## src/rtl/flash_cmd_pkg.sv

```systemverilog
package flash_cmd_pkg;

   // register word indices
   localparam int REG_IDX_W = 3;
   localparam logic [REG_IDX_W-1:0] IDX_CFG  = 3'd0;
   localparam logic [REG_IDX_W-1:0] IDX_CTRL = 3'd1;
   localparam logic [REG_IDX_W-1:0] IDX_ADDR = 3'd2;
   localparam logic [REG_IDX_W-1:0] IDX_RDLO = 3'd3;
   localparam logic [REG_IDX_W-1:0] IDX_RDHI = 3'd4;

   // configuration word layout
   localparam int CFG_EN_BIT   = 0;
   localparam int CFG_DIV_LSB  = 19;
   localparam int CFG_IDLE_BIT = 31;

   // command control word layout
   localparam int CTL_GO_BIT   = 0;
   localparam int CTL_BUSY_BIT = 1;
   localparam int CTL_ALEN_LSB = 16;
   localparam int CTL_AEN_BIT  = 19;
   localparam int CTL_RLEN_LSB = 20;
   localparam int CTL_REN_BIT  = 23;
   localparam int CTL_OP_LSB   = 24;

   typedef struct packed {
      logic [7:0] op;
      logic       rd_en;
      logic [2:0] rd_len;
      logic       ad_en;
      logic [1:0] ad_len;
   } cmd_fields_t;

   typedef enum logic [1:0] {
      ST_IDLE  = 2'd0,
      ST_SHIFT = 2'd1,
      ST_GUARD = 2'd2
   } eng_state_t;

endpackage

```

## src/rtl/fcs_regs.sv

```systemverilog
module fcs_regs
   import flash_cmd_pkg::*;
#(
   parameter int DIV_W    = 4,
   parameter int AD_BYTES = 4,
   parameter int RD_BYTES = 8,
   localparam int AD_W  = 8 * AD_BYTES,
   localparam int TX_W  = 8 + AD_W,
   localparam int RX_W  = 8 * RD_BYTES,
   localparam int CNT_W = $clog2(8 * (1 + AD_BYTES + RD_BYTES) + 1)
) (
   input  logic                 clk,
   input  logic                 rst_n,
   input  logic                 we,
   input  logic [REG_IDX_W-1:0] idx,
   input  logic [31:0]          wdata,
   output logic [31:0]          rdata,
   input  logic                 busy,
   input  logic [RX_W-1:0]      rx_data,
   output logic                 start,
   output logic [DIV_W-1:0]     div,
   output logic [TX_W-1:0]      tx_load,
   output logic [CNT_W-1:0]     n_bits,
   output logic [CNT_W-1:0]     rd_first
);

   logic              cfg_en_q;
   logic [DIV_W-1:0]  cfg_div_q;
   logic [31:0]       addr_q;
   cmd_fields_t       fld_q;
   cmd_fields_t       fld_wr;
   cmd_fields_t       fld_nxt;
   logic              ctrl_wr;
   logic [AD_W-1:0]   ad_vec;

   assign ctrl_wr = we && (idx == IDX_CTRL);

   always_comb begin
      fld_wr.op     = wdata[CTL_OP_LSB +: 8];
      fld_wr.rd_en  = wdata[CTL_REN_BIT];
      fld_wr.rd_len = wdata[CTL_RLEN_LSB +: 3];
      fld_wr.ad_en  = wdata[CTL_AEN_BIT];
      fld_wr.ad_len = wdata[CTL_ALEN_LSB +: 2];
   end

   // a write to the control word while busy is dropped in full
   assign fld_nxt = (ctrl_wr && !busy) ? fld_wr : fld_q;
   assign start   = ctrl_wr && wdata[CTL_GO_BIT] && !busy && cfg_en_q;
   assign div     = cfg_div_q;

   always_ff @(posedge clk or negedge rst_n) begin
      if (!rst_n) begin
         cfg_en_q  <= 1'b0;
         cfg_div_q <= '0;
         addr_q    <= '0;
         fld_q     <= '0;
      end else begin
         fld_q <= fld_nxt;
         if (we && (idx == IDX_CFG)) begin
            cfg_en_q  <= wdata[CFG_EN_BIT];
            cfg_div_q <= wdata[CFG_DIV_LSB +: DIV_W];
         end
         if (we && (idx == IDX_ADDR)) begin
            addr_q <= wdata;
         end
      end
   end

   // address bytes left-aligned so the highest enabled byte leaves first
   always_comb begin
      ad_vec = '0;
      if (fld_nxt.ad_en) begin
         ad_vec = addr_q[AD_W-1:0] << (8 * (AD_BYTES - 1 - int'(fld_nxt.ad_len)));
      end
   end

   assign tx_load = {fld_nxt.op, ad_vec};

   always_comb begin
      int nb;
      int rf;
      nb = 8;
      if (fld_nxt.ad_en) begin
         nb = nb + 8 * (int'(fld_nxt.ad_len) + 1);
      end
      rf = nb;
      if (fld_nxt.rd_en) begin
         nb = nb + 8 * (int'(fld_nxt.rd_len) + 1);
      end
      n_bits   = CNT_W'(nb);
      rd_first = CNT_W'(rf);
   end

   always_comb begin
      rdata = '0;
      case (idx)
         IDX_CFG: begin
            rdata[CFG_IDLE_BIT]              = !busy;
            rdata[CFG_DIV_LSB +: DIV_W]      = cfg_div_q;
            rdata[CFG_EN_BIT]                = cfg_en_q;
         end
         IDX_CTRL: begin
            rdata[CTL_OP_LSB +: 8]   = fld_q.op;
            rdata[CTL_REN_BIT]       = fld_q.rd_en;
            rdata[CTL_RLEN_LSB +: 3] = fld_q.rd_len;
            rdata[CTL_AEN_BIT]       = fld_q.ad_en;
            rdata[CTL_ALEN_LSB +: 2] = fld_q.ad_len;
            rdata[CTL_BUSY_BIT]      = busy;
         end
         IDX_ADDR: rdata = addr_q;
         IDX_RDLO: rdata = rx_data[31:0];
         IDX_RDHI: rdata = rx_data[63:32];
         default:  rdata = '0;
      endcase
   end

   // stored command fields never move while a command is in progress
   a_r4_fields_frozen: assert property (@(posedge clk) disable iff (!rst_n)
      (busy && $past(busy)) |-> $stable(fld_q));

endmodule

```

## src/rtl/fcs_bit_engine.sv

```systemverilog
module fcs_bit_engine
   import flash_cmd_pkg::*;
#(
   parameter int DIV_W = 4,
   parameter int TX_W  = 40,
   parameter int CNT_W = 7
) (
   input  logic             clk,
   input  logic             rst_n,
   input  logic             start,
   input  logic [DIV_W-1:0] div,
   input  logic [TX_W-1:0]  tx_load,
   input  logic [CNT_W-1:0] n_bits,
   input  logic [CNT_W-1:0] rd_first,
   input  logic             miso,
   output logic             busy,
   output logic             cs_n,
   output logic             sclk,
   output logic             mosi,
   output logic             sample_en,
   output logic             sample_bit
);

   localparam int HC_W = DIV_W + 1;

   eng_state_t        st_q;
   logic [HC_W-1:0]   hc_q;
   logic              ph_q;
   logic [CNT_W-1:0]  bit_q;
   logic [CNT_W-1:0]  nb_q;
   logic [CNT_W-1:0]  rf_q;
   logic [DIV_W-1:0]  div_q;
   logic [TX_W-1:0]   tx_q;
   logic              cs_q;
   logic              sck_q;
   logic              half_end;
   logic              guard_end;

   assign half_end  = (hc_q == {1'b0, div_q});
   assign guard_end = (hc_q == {div_q, 1'b1});

   always_ff @(posedge clk or negedge rst_n) begin
      if (!rst_n) begin
         st_q  <= ST_IDLE;
         hc_q  <= '0;
         ph_q  <= 1'b0;
         bit_q <= '0;
         nb_q  <= '0;
         rf_q  <= '0;
         div_q <= '0;
         tx_q  <= '0;
         cs_q  <= 1'b1;
         sck_q <= 1'b0;
      end else begin
         case (st_q)
            ST_IDLE: begin
               if (start) begin
                  st_q  <= ST_SHIFT;
                  cs_q  <= 1'b0;
                  sck_q <= 1'b0;
                  hc_q  <= '0;
                  ph_q  <= 1'b0;
                  bit_q <= '0;
                  tx_q  <= tx_load;
                  nb_q  <= n_bits;
                  rf_q  <= rd_first;
                  div_q <= div;
               end
            end
            ST_SHIFT: begin
               if (half_end) begin
                  hc_q <= '0;
                  if (!ph_q) begin
                     sck_q <= 1'b1;
                     ph_q  <= 1'b1;
                  end else begin
                     sck_q <= 1'b0;
                     ph_q  <= 1'b0;
                     tx_q  <= {tx_q[TX_W-2:0], 1'b0};
                     if (bit_q == nb_q - 1'b1) begin
                        st_q <= ST_GUARD;
                        cs_q <= 1'b1;
                     end else begin
                        bit_q <= bit_q + 1'b1;
                     end
                  end
               end else begin
                  hc_q <= hc_q + 1'b1;
               end
            end
            ST_GUARD: begin
               if (guard_end) begin
                  st_q <= ST_IDLE;
                  hc_q <= '0;
               end else begin
                  hc_q <= hc_q + 1'b1;
               end
            end
            default: st_q <= ST_IDLE;
         endcase
      end
   end

   assign busy       = (st_q != ST_IDLE);
   assign cs_n       = cs_q;
   assign sclk       = sck_q;
   assign mosi       = tx_q[TX_W-1];
   assign sample_en  = (st_q == ST_SHIFT) && !ph_q && half_end && (bit_q >= rf_q);
   assign sample_bit = miso;

   // the clock only moves while the device is selected
   a_r10_sclk_needs_cs: assert property (@(posedge clk) disable iff (!rst_n)
      cs_q |-> !sck_q);

   // outbound data holds across each high half
   a_r10_mosi_holds_high: assert property (@(posedge clk) disable iff (!rst_n)
      (sck_q && $past(sck_q)) |-> $stable(tx_q[TX_W-1]));

   // a selected device always implies an active command
   a_r3_cs_implies_busy: assert property (@(posedge clk) disable iff (!rst_n)
      !cs_q |-> busy);

endmodule

```

## src/rtl/fcs_rx_pack.sv

```systemverilog
module fcs_rx_pack #(
   parameter int RD_BYTES = 8,
   localparam int RX_W = 8 * RD_BYTES,
   localparam int IW   = $clog2(RX_W)
) (
   input  logic            clk,
   input  logic            rst_n,
   input  logic            clear,
   input  logic            sample_en,
   input  logic            sample_bit,
   output logic [RX_W-1:0] data
);

   logic [IW-1:0] rb_q;

   always_ff @(posedge clk or negedge rst_n) begin
      if (!rst_n) begin
         rb_q <= '0;
      end else if (clear) begin
         rb_q <= '0;
      end else if (sample_en) begin
         rb_q <= rb_q + 1'b1;
      end
   end

   for (genvar b = 0; b < RD_BYTES; b++) begin : g_byte
      logic [7:0] byte_q;
      always_ff @(posedge clk or negedge rst_n) begin
         if (!rst_n) begin
            byte_q <= '0;
         end else if (clear) begin
            byte_q <= '0;
         end else if (sample_en && (rb_q[IW-1:3] == (IW-3)'(b))) begin
            // first bit of a byte is its most significant bit
            byte_q[~rb_q[2:0]] <= sample_bit;
         end
      end
      assign data[8*b +: 8] = byte_q;
   end

   // a capture never coincides with the clearing start edge
   a_r8_no_capture_on_clear: assert property (@(posedge clk) disable iff (!rst_n)
      sample_en |-> !clear);

endmodule

```

## src/rtl/flash_cmd_seq.sv

```systemverilog
module flash_cmd_seq
   import flash_cmd_pkg::*;
#(
   parameter int DIV_W    = 4,
   parameter int AD_BYTES = 4,
   parameter int RD_BYTES = 8
) (
   input  logic        clk,
   input  logic        rst_n,
   input  logic        reg_we,
   input  logic [2:0]  reg_idx,
   input  logic [31:0] reg_wdata,
   output logic [31:0] reg_rdata,
   output logic        flash_cs_n,
   output logic        flash_sclk,
   output logic        flash_mosi,
   input  logic        flash_miso
);

   localparam int AD_W  = 8 * AD_BYTES;
   localparam int TX_W  = 8 + AD_W;
   localparam int RX_W  = 8 * RD_BYTES;
   localparam int CNT_W = $clog2(8 * (1 + AD_BYTES + RD_BYTES) + 1);

   // the register layout fixes these widths
   if (DIV_W != 4) begin : g_bad_div
      $error("DIV_W must match the 4-bit divisor field");
   end
   if (AD_BYTES != 4) begin : g_bad_ad
      $error("AD_BYTES must match the 2-bit address length field");
   end
   if (RD_BYTES != 8) begin : g_bad_rd
      $error("RD_BYTES must match the 3-bit read length field");
   end

   logic             busy;
   logic             start;
   logic [DIV_W-1:0] div;
   logic [TX_W-1:0]  tx_load;
   logic [CNT_W-1:0] n_bits;
   logic [CNT_W-1:0] rd_first;
   logic             sample_en;
   logic             sample_bit;
   logic [RX_W-1:0]  rx_data;

   fcs_regs #(
      .DIV_W   (DIV_W),
      .AD_BYTES(AD_BYTES),
      .RD_BYTES(RD_BYTES)
   ) regs_i (
      .clk     (clk),
      .rst_n   (rst_n),
      .we      (reg_we),
      .idx     (reg_idx),
      .wdata   (reg_wdata),
      .rdata   (reg_rdata),
      .busy    (busy),
      .rx_data (rx_data),
      .start   (start),
      .div     (div),
      .tx_load (tx_load),
      .n_bits  (n_bits),
      .rd_first(rd_first)
   );

   fcs_bit_engine #(
      .DIV_W(DIV_W),
      .TX_W (TX_W),
      .CNT_W(CNT_W)
   ) eng_i (
      .clk       (clk),
      .rst_n     (rst_n),
      .start     (start),
      .div       (div),
      .tx_load   (tx_load),
      .n_bits    (n_bits),
      .rd_first  (rd_first),
      .miso      (flash_miso),
      .busy      (busy),
      .cs_n      (flash_cs_n),
      .sclk      (flash_sclk),
      .mosi      (flash_mosi),
      .sample_en (sample_en),
      .sample_bit(sample_bit)
   );

   fcs_rx_pack #(
      .RD_BYTES(RD_BYTES)
   ) pack_i (
      .clk       (clk),
      .rst_n     (rst_n),
      .clear     (start),
      .sample_en (sample_en),
      .sample_bit(sample_bit),
      .data      (rx_data)
   );

   // a command only begins when the enable bit was set
   a_r2_start_needs_enable: assert property (@(posedge clk) disable iff (!rst_n)
      $rose(busy) |-> $past(regs_i.cfg_en_q));

   // busy ends only after chip select is already released
   a_r11_release_before_idle: assert property (@(posedge clk) disable iff (!rst_n)
      $fell(busy) |-> (flash_cs_n && $past(flash_cs_n)));

endmodule

```

## config.mk

```make
export PLATFORM = sky130hd
export DESIGN_NAME = flash_cmd_seq
export DESIGN_NICKNAME = d
export VERILOG_FILES = /design/src/rtl/flash_cmd_pkg.sv /design/src/rtl/fcs_regs.sv /design/src/rtl/fcs_bit_engine.sv /design/src/rtl/fcs_rx_pack.sv /design/src/rtl/flash_cmd_seq.sv
export SDC_FILE = /design/constraint.sdc
export NUM_CORES = 1
export LEC_CHECK = 0
export BUFFER_PORTS_ARGS = -buffer_cell sky130_fd_sc_hd__buf_4
export CORE_ASPECT_RATIO = 1.5
export CORE_MARGIN = 1
export CORE_UTILIZATION = 60
export CTS_BUF_LIST = sky130_fd_sc_hd__clkbuf_8
export DETAILED_ROUTE_END_ITERATION = 8
export PLACE_DENSITY = 0.85
export SKIP_CTS_REPAIR_TIMING = 1
export SLEW_MARGIN = 20
export SYNTH_ARGS = -nofsm -noshare
export SYNTH_HDL_FRONTEND = slang
export SYNTH_SLANG_ARGS = --single-unit
export TNS_END_PERCENT = 5
```

## constraint.sdc

```tcl
create_clock -name clk -period 4.6 [get_ports clk]
set_clock_uncertainty 0.1 [all_clocks]
set_input_delay 0.69 -clock clk [delete_from_list [all_inputs] [get_ports clk]]
set_output_delay 0.69 -clock clk [all_outputs]
set_load 0.02 [all_outputs]
```

-- Word-level counts from Yosys, hierarchy flattened
Index checks and enable logic that the tools add are counted.
- $add $sub $neg: 9
- reductions and logical operators: 43
- muxes and demuxes: 67
- $lt $le $gt $ge: 3
- shift operators: 1
- equal/unequal tests: 22
- bitwise operators: 1
- operators with widths (operator ; count):
    $mux W8 ; 16
    $mux W40 ; 3
    $pmux W40 S2 ; 1
    $bwmux W8 ; 8
    $mux W7 ; 6
    $pmux W14 S3 ; 1
    $mux W32 ; 1
    $pmux W8 S4 ; 1
    $shl A32 B32 Y32 ; 1
    $reduce_bool A2 Y1 ; 11
    $pmux W4 S5 ; 1
    $logic_and A1 B1 Y1 ; 19
    $eq A3 B3 Y1 const B ; 5
    $mux W15 ; 1
    $mux W5 ; 3
    $pmux W5 S3 ; 1
    $reduce_and A5 Y1 ; 3
    $pmux W7 S2 ; 1
    $eq A3 B2 Y1 const B ; 4
    $mux W6 ; 2
    $mux W2 ; 5
    $ne A2 B1 Y1 const B ; 5
    $pmux W1 S4 ; 2
    $pmux W2 S4 ; 1
    other kinds (33) ; 44
- bits of input ports: 39
- logic and storage cells: 172
- output and inout bits: 35
- bits in registers: 196

-- Depth between registers and ports, before layout
- word-level depth: 9
- gate-level depth with buffers: 13
- gate-level depth less buffers: 12

-- By module
From an unflattened synthesis, not the netlist that was laid out.
- cells, all modules: 1233
- area total of the unflattened synthesis: 11833.8 µm²
- by module, submodules not included (module ; area each (µm²) ; times used ; cells each ; sequential area each (µm²)):
    fcs_regs ; 4536.9 ; 1 ; 528 ; 1301.2
    fcs_bit_engine ; 4017.6 ; 1 ; 393 ; 1853.0
    fcs_rx_pack ; 3279.4 ; 1 ; 312 ; 1751.7

-- Least setup slack after synthesis
No wires, ideal clock.
- kind: input to output
- start: in reg_idx[1]
- end: out reg_rdata[10]
- path buffers: 4
- cell stages on the path: 8
- slack: 1.524 ns
- arrival time: 2.286 ns
- required time: 3.810 ns
- cell sequence: clkbuf_1 -> nor2b_1 -> clkbuf_1 -> and2_1 -> clkbuf_1 -> clkbuf_1 -> nand2_1 -> o21ai_0
- word-level cells in the longest chain between the ends: 2
- elaborated cells between the ends (all ways): 4
- classes of those cells: eq/ne: 3; mux: 1
- ends and longest elaborated chain (what ; line ; RTL):
    start, declared ; flash_cmd_seq.sv:11 ; input logic [2:0] reg_idx,
    $eq A3 B3 Y1 / $eq A3 B2 Y1 (equally long branches) ; fcs_regs.sv:96 ; case (idx)
    $pmux W14 S3 * ; fcs_regs.sv:96 ;
    end, declared ; flash_cmd_seq.sv:13 ; output logic [31:0] reg_rdata,
Every way passes the cells marked *; elsewhere a longest branch is shown, timed or not.

-- Final worst setup path
- start: reg eng_i.st_q[1]
- end: reg pack_i.g_byte[3].byte_q[4]
- word-level cells in the longest chain between the ends: 6
- elaborated cells between the ends (all ways): 11
- classes of those cells: eq/ne: 1; mux: 1; reduce/logical: 9
- ends and longest elaborated chain (what ; line ; RTL):
    start, declared ; fcs_bit_engine.sv:26 ; eng_state_t st_q;
    start signal, assigned ; fcs_bit_engine.sv:44 ; st_q <= ST_IDLE;
    start signal, assigned ; fcs_bit_engine.sv:58 ; st_q <= ST_SHIFT;
    start signal, assigned ; fcs_bit_engine.sv:81 ; st_q <= ST_GUARD;
    $eq A2 B1 Y1 ; fcs_bit_engine.sv:108 ; assign sample_en = (st_q == ST_SHIFT) && !ph_q && half_end && (bit_q >= rf_q);
    $logic_and A1 B1 Y1 (3 in series) ; fcs_bit_engine.sv:108 ;
    $logic_and A1 B1 Y1 ; fcs_rx_pack.sv:33 ; end else if (sample_en && (rb_q[IW-1:3] == (IW-3)'(b))) begin
    $reduce_bool A2 Y1 (no line) ; -- ;
    end signal, assigned by index ; fcs_rx_pack.sv:35 ; byte_q[~rb_q[2:0]] <= sample_bit;
    end, declared ; fcs_rx_pack.sv:27 ; logic [7:0] byte_q;
Parallel ways exist; a longest one is shown, timed or not.
A chain may end at the register's enable or synchronous reset.

==> run summary <==
The synthesized instance count is 1061. Routed wirelength normalized by instance count: 21.9 µm. The worst slew margin relative to its limit came out at 20.0%. The sequential element share of the synthesized area is 46.2%, and the combined area of the multi-input logic cells is 0.00514 mm².

The count of flip-flops with a built-in enable after synthesis was 0; the worst supply voltage drop on vdd was 0.390 mV. The tools report the reg-to-reg startpoint as eng_i.st_q[1]$_DFFE_PN0P_. The clock drives 190 sinks.

Routability-driven placement finished with a final weighted congestion of 0.897. The tools report the detailed-placement wirelength estimate as 20.0 mm. The clock tree synthesis step divided the H-tree into 4 levels.

The tools report the type of element capturing the critical path as a flop. The post-detailed-route count of antenna-violating nets came out at 0. The width of the die is 109 µm. The worst register-to-register path has a depth of 9.

The required time at the endpoint of the critical path is 4840 ps. Vertical die dimension: 162 µm. For this block, the initial DRC count from the detailed router was 768. The area of the die is 0.0177 mm². The tools report the number of failing hold endpoints at the final stage as 0. Summed over all layers, the global routing overflow is 0.

Cells fill 67.8% of the core in the end. Global routing consumed, over all layers together, 34.3% of the routing resources. After the flow finishes, the layout carries non-filler instances totaling 1313. The critical path starts at eng_i.st_q[1]$_DFFE_PN0P_. The number of placed instances, taps included, is 1281. Data arrives at the worst endpoint at 3750 ps. The number of iterations in the first detailed-routing pass is 7.

Counting I/O delays and the setup requirement, the final critical path takes 3520 ps. The worst setup path is launched from a flop. The logs give 0 for the count of endpoints failing setup in the final report and 0 ps for the setup TNS after final layout. Sorting the synthesized cells by area gives the leading types as sky130_fd_sc_hd__dfrtp_1 46%, sky130_fd_sc_hd__mux2_2 5.5%, sky130_fd_sc_hd__nand2_1 5.1%. Timing would allow up to 0.284 GHz. The tools report the number of standard-cell rows in the floorplan as 58. In this run the deepest clock path goes through 2 buffers. The number of register bits inferred by synthesis was 190; the largest fanout on the critical path was 23. A synthesized cell averages 9.71 µm². Setup repair after global routing left no endpoint under its margin. The final layout contains 1148 nets.

The synthesized netlist contains 66 unique library cells. The number of antenna violations at the first check in global routing came out at 0. The post-synth design cell area is 0.0103 mm², and the ratio of final minimum period to clock period is 76.4%. The initial core utilization was 61.4%; the number of buffers added by the clock tree synthesis step was 17. Of the cells placed in the final design, the portion with a size suffix greater than 1 is 18.1%. The tools report the max-slew violation count as 0.

TritonCTS built the clock tree. The setup path with the least slack is of type reg -> reg. Slew at the pin with the worst max-slew slack: 1200 ps.

The maximum number of pins on one net before global-route repair is 116, and the count of buffers from port buffering is 73. The clock-pin slew of the registers on the worst-case setup and hold paths was 100 ps. The routed wire length came out at 28.8 mm. The run gives 490 ps as the clock network latency to the later pin of the worst-skew pair.

The total area inside the core boundary comes to 0.0168 mm². The root buffer cell was sky130_fd_sc_hd__clkbuf_8. The first-pass GRT wire length is 46.0 mm, and the area growth from synthesis to layout is 10.4%. For the residual DRC count, the log shows 0. The number of warnings printed during yosys synthesis came out at 0. Counting the fill cells in the layout gives 1259. 74 I/O pins were placed. The async set-reset flop share out of synthesis is 100%, and the via count of the first global-routing pass is 8698. The largest area contributor in the synthesized netlist was sky130_fd_sc_hd__dfrtp_1. The power per cell area was 552 mW/mm²; the max-capacitance violation count was 0. For the via count of the routed design, the log shows 8762. For this run, the leading register cell type out of synthesis is sky130_fd_sc_hd__dfrtp_1. The synthesized net count came out at 1119.

The sequential cell area in the final layout was 0.00476 mm²; the antenna diode count was 0. Post-detailed-route via-to-cell ratio: 6.67. The run finished with clean final reports. The analysis attributes to cell leakage a power of 4.89 nW.

The worst hold path belongs to the class in -> async. After synthesis, the largest area contributor takes up 45.9% of total cell area.
==> critical path, cell delays in order, from the launching register on <==
cell                       delay (ps)
sky130_fd_sc_hd__dfrtp_1          420
sky130_fd_sc_hd__inv_1            120
sky130_fd_sc_hd__ha_1             190
sky130_fd_sc_hd__inv_1             60
sky130_fd_sc_hd__nor4_1           570
sky130_fd_sc_hd__o211a_1          260
sky130_fd_sc_hd__buf_4            300
sky130_fd_sc_hd__nand3b_1         730
sky130_fd_sc_hd__o211ai_1         480
sky130_fd_sc_hd__o31ai_1          120
==> layout by cell type, fill, tap and decap left out, types with 5 or more instances in the layout <==
master	count
sky130_fd_sc_hd__dfrtp_1	189
sky130_fd_sc_hd__nand2_1	139
sky130_fd_sc_hd__buf_4	92
sky130_fd_sc_hd__o21ai_0	75
sky130_fd_sc_hd__nor2_1	55
sky130_fd_sc_hd__mux2_2	50
sky130_fd_sc_hd__o31ai_1	49
sky130_fd_sc_hd__mux2i_1	46
sky130_fd_sc_hd__nand3_1	46
sky130_fd_sc_hd__a21oi_1	42
sky130_fd_sc_hd__a22oi_1	41
sky130_fd_sc_hd__inv_1	21
sky130_fd_sc_hd__o211ai_1	21
sky130_fd_sc_hd__ha_1	18
sky130_fd_sc_hd__clkbuf_8	18
sky130_fd_sc_hd__o22ai_1	17
sky130_fd_sc_hd__nand4_1	16
sky130_fd_sc_hd__nor3_1	12
sky130_fd_sc_hd__a221oi_1	12
sky130_fd_sc_hd__nand2b_1	11
sky130_fd_sc_hd__a22o_1	10
sky130_fd_sc_hd__xnor2_1	9
sky130_fd_sc_hd__xor2_1	9
sky130_fd_sc_hd__nor2b_1	7
sky130_fd_sc_hd__and2_1	6
sky130_fd_sc_hd__and3_1	6
sky130_fd_sc_hd__nor4_1	6
sky130_fd_sc_hd__a21o_1	5
sky130_fd_sc_hd__clkinv_2	5
==> power by group <==
| part | internal [mW] | total (mW) | switching, mW |
|---|---|---|---|
| sequential | 2.17 | 2.72 | 0.554 |
| clock | 0.537 | 1.16 | 0.622 |
| combinational | 0.992 | 2.39 | 1.40 |
| total | 3.70 | 6.28 | 2.58 |
==> layer usage <==
layer / part of all wire, % / GRT usage, %
met2: 49 / 54.8
met3: 7.3 / 5.84
met1: 37 / 42.9
met4: 5.9 / 21.4
met5: 0 / 0
==> cell families (layout without fill, tap and decap cells) <==
| family | after synthesis | after routing | share of synthesized area [%] |
|---|---|---|---|
| compound gates | 298 | 298 | 19.6 |
| mux | 105 | 105 | 11.3 |
| buf+inv | 106 | 148 | 4.15 |
| simple gates | 325 | 325 | 14.9 |
| fa+ha+maj | 19 | 19 | 2.38 |
| xor+xnor | 18 | 18 | 1.53 |
| flops | 190 | 190 | 46.2 |
==> registers in the layout, summed over array words and instances, names as in the netlist <==
name and cells:
regs_i.div 4, eng_i.cs_n 1, eng_i.hc_q 5, eng_i.st_q 2
regs_i.cfg_en_q 1, eng_i.bit_q 7, eng_i.div_q 4, eng_i.ph_q 1
eng_i.rf_q 4, eng_i.nb_q 4, regs_i.addr_q 32, eng_i.tx_q 40
pack_i.rb_q 6, regs_i.fld_q 15, pack_i.g_byte.byte_q 64
==> stage by stage <==
step	hold slack (ps)	cell area (µm²)	worst slack, ps	total power [mW]
floorplan	294	10300	1520	4.32
global placement	362	11000	952	4.97
detailed placement	370	11000	901	5.07
CTS	281	11400	1100	6.23
global route	322	11400	934	6.62
finish	203	11400	1080	6.28
==> cells in the mapped netlist, drive strengths merged, types with 3 or more instances <==
cell	number
nand2b	11
a22o	10
buf	19
xnor2	9
and2	6
a221oi	16
xor2	9
nor3	13
nor2b	8
o22ai	17
clkbuf	65
o211ai	21
mux2	57
a22oi	41
and3	6
nor2	55
o21ai	76
nand2	139
inv	21
a21oi	42
dfrtp	189
nor4b	3
a31oi	3
nand3	46
ha	18
o31ai	49
nand4	16
mux2i	47
nor4	6
a21o	6
nand3b	3
==> area by class of cell <==
class	count	share of cell area, %
multi-input combinational	765	45.2
tap	210	2.31
timing repair buffer	94	6.37
sequential	190	41.8
clock buffer	17	2.06
clock inverter	15	1.50
inverter	22	0.726
==> final timing paths <==
kind	end	slack (ps)
worst max-delay path	pack_i.g_byte[3].byte_q[4]$_DFFE_PN0P_	1080
worst min-delay path	regs_i.addr_q[15]$_DFFE_PN0P_	200
worst max register to register	pack_i.g_byte[3].byte_q[4]$_DFFE_PN0P_	1080
worst min register to register	eng_i.tx_q[35]$_DFFE_PN0P_	390
max in group asynchronous	regs_i.div[3]$_DFFE_PN0P_	3240
min in group clk	regs_i.addr_q[8]$_DFFE_PN0P_	330
Note: power is estimated with default switching activity, not from simulation.
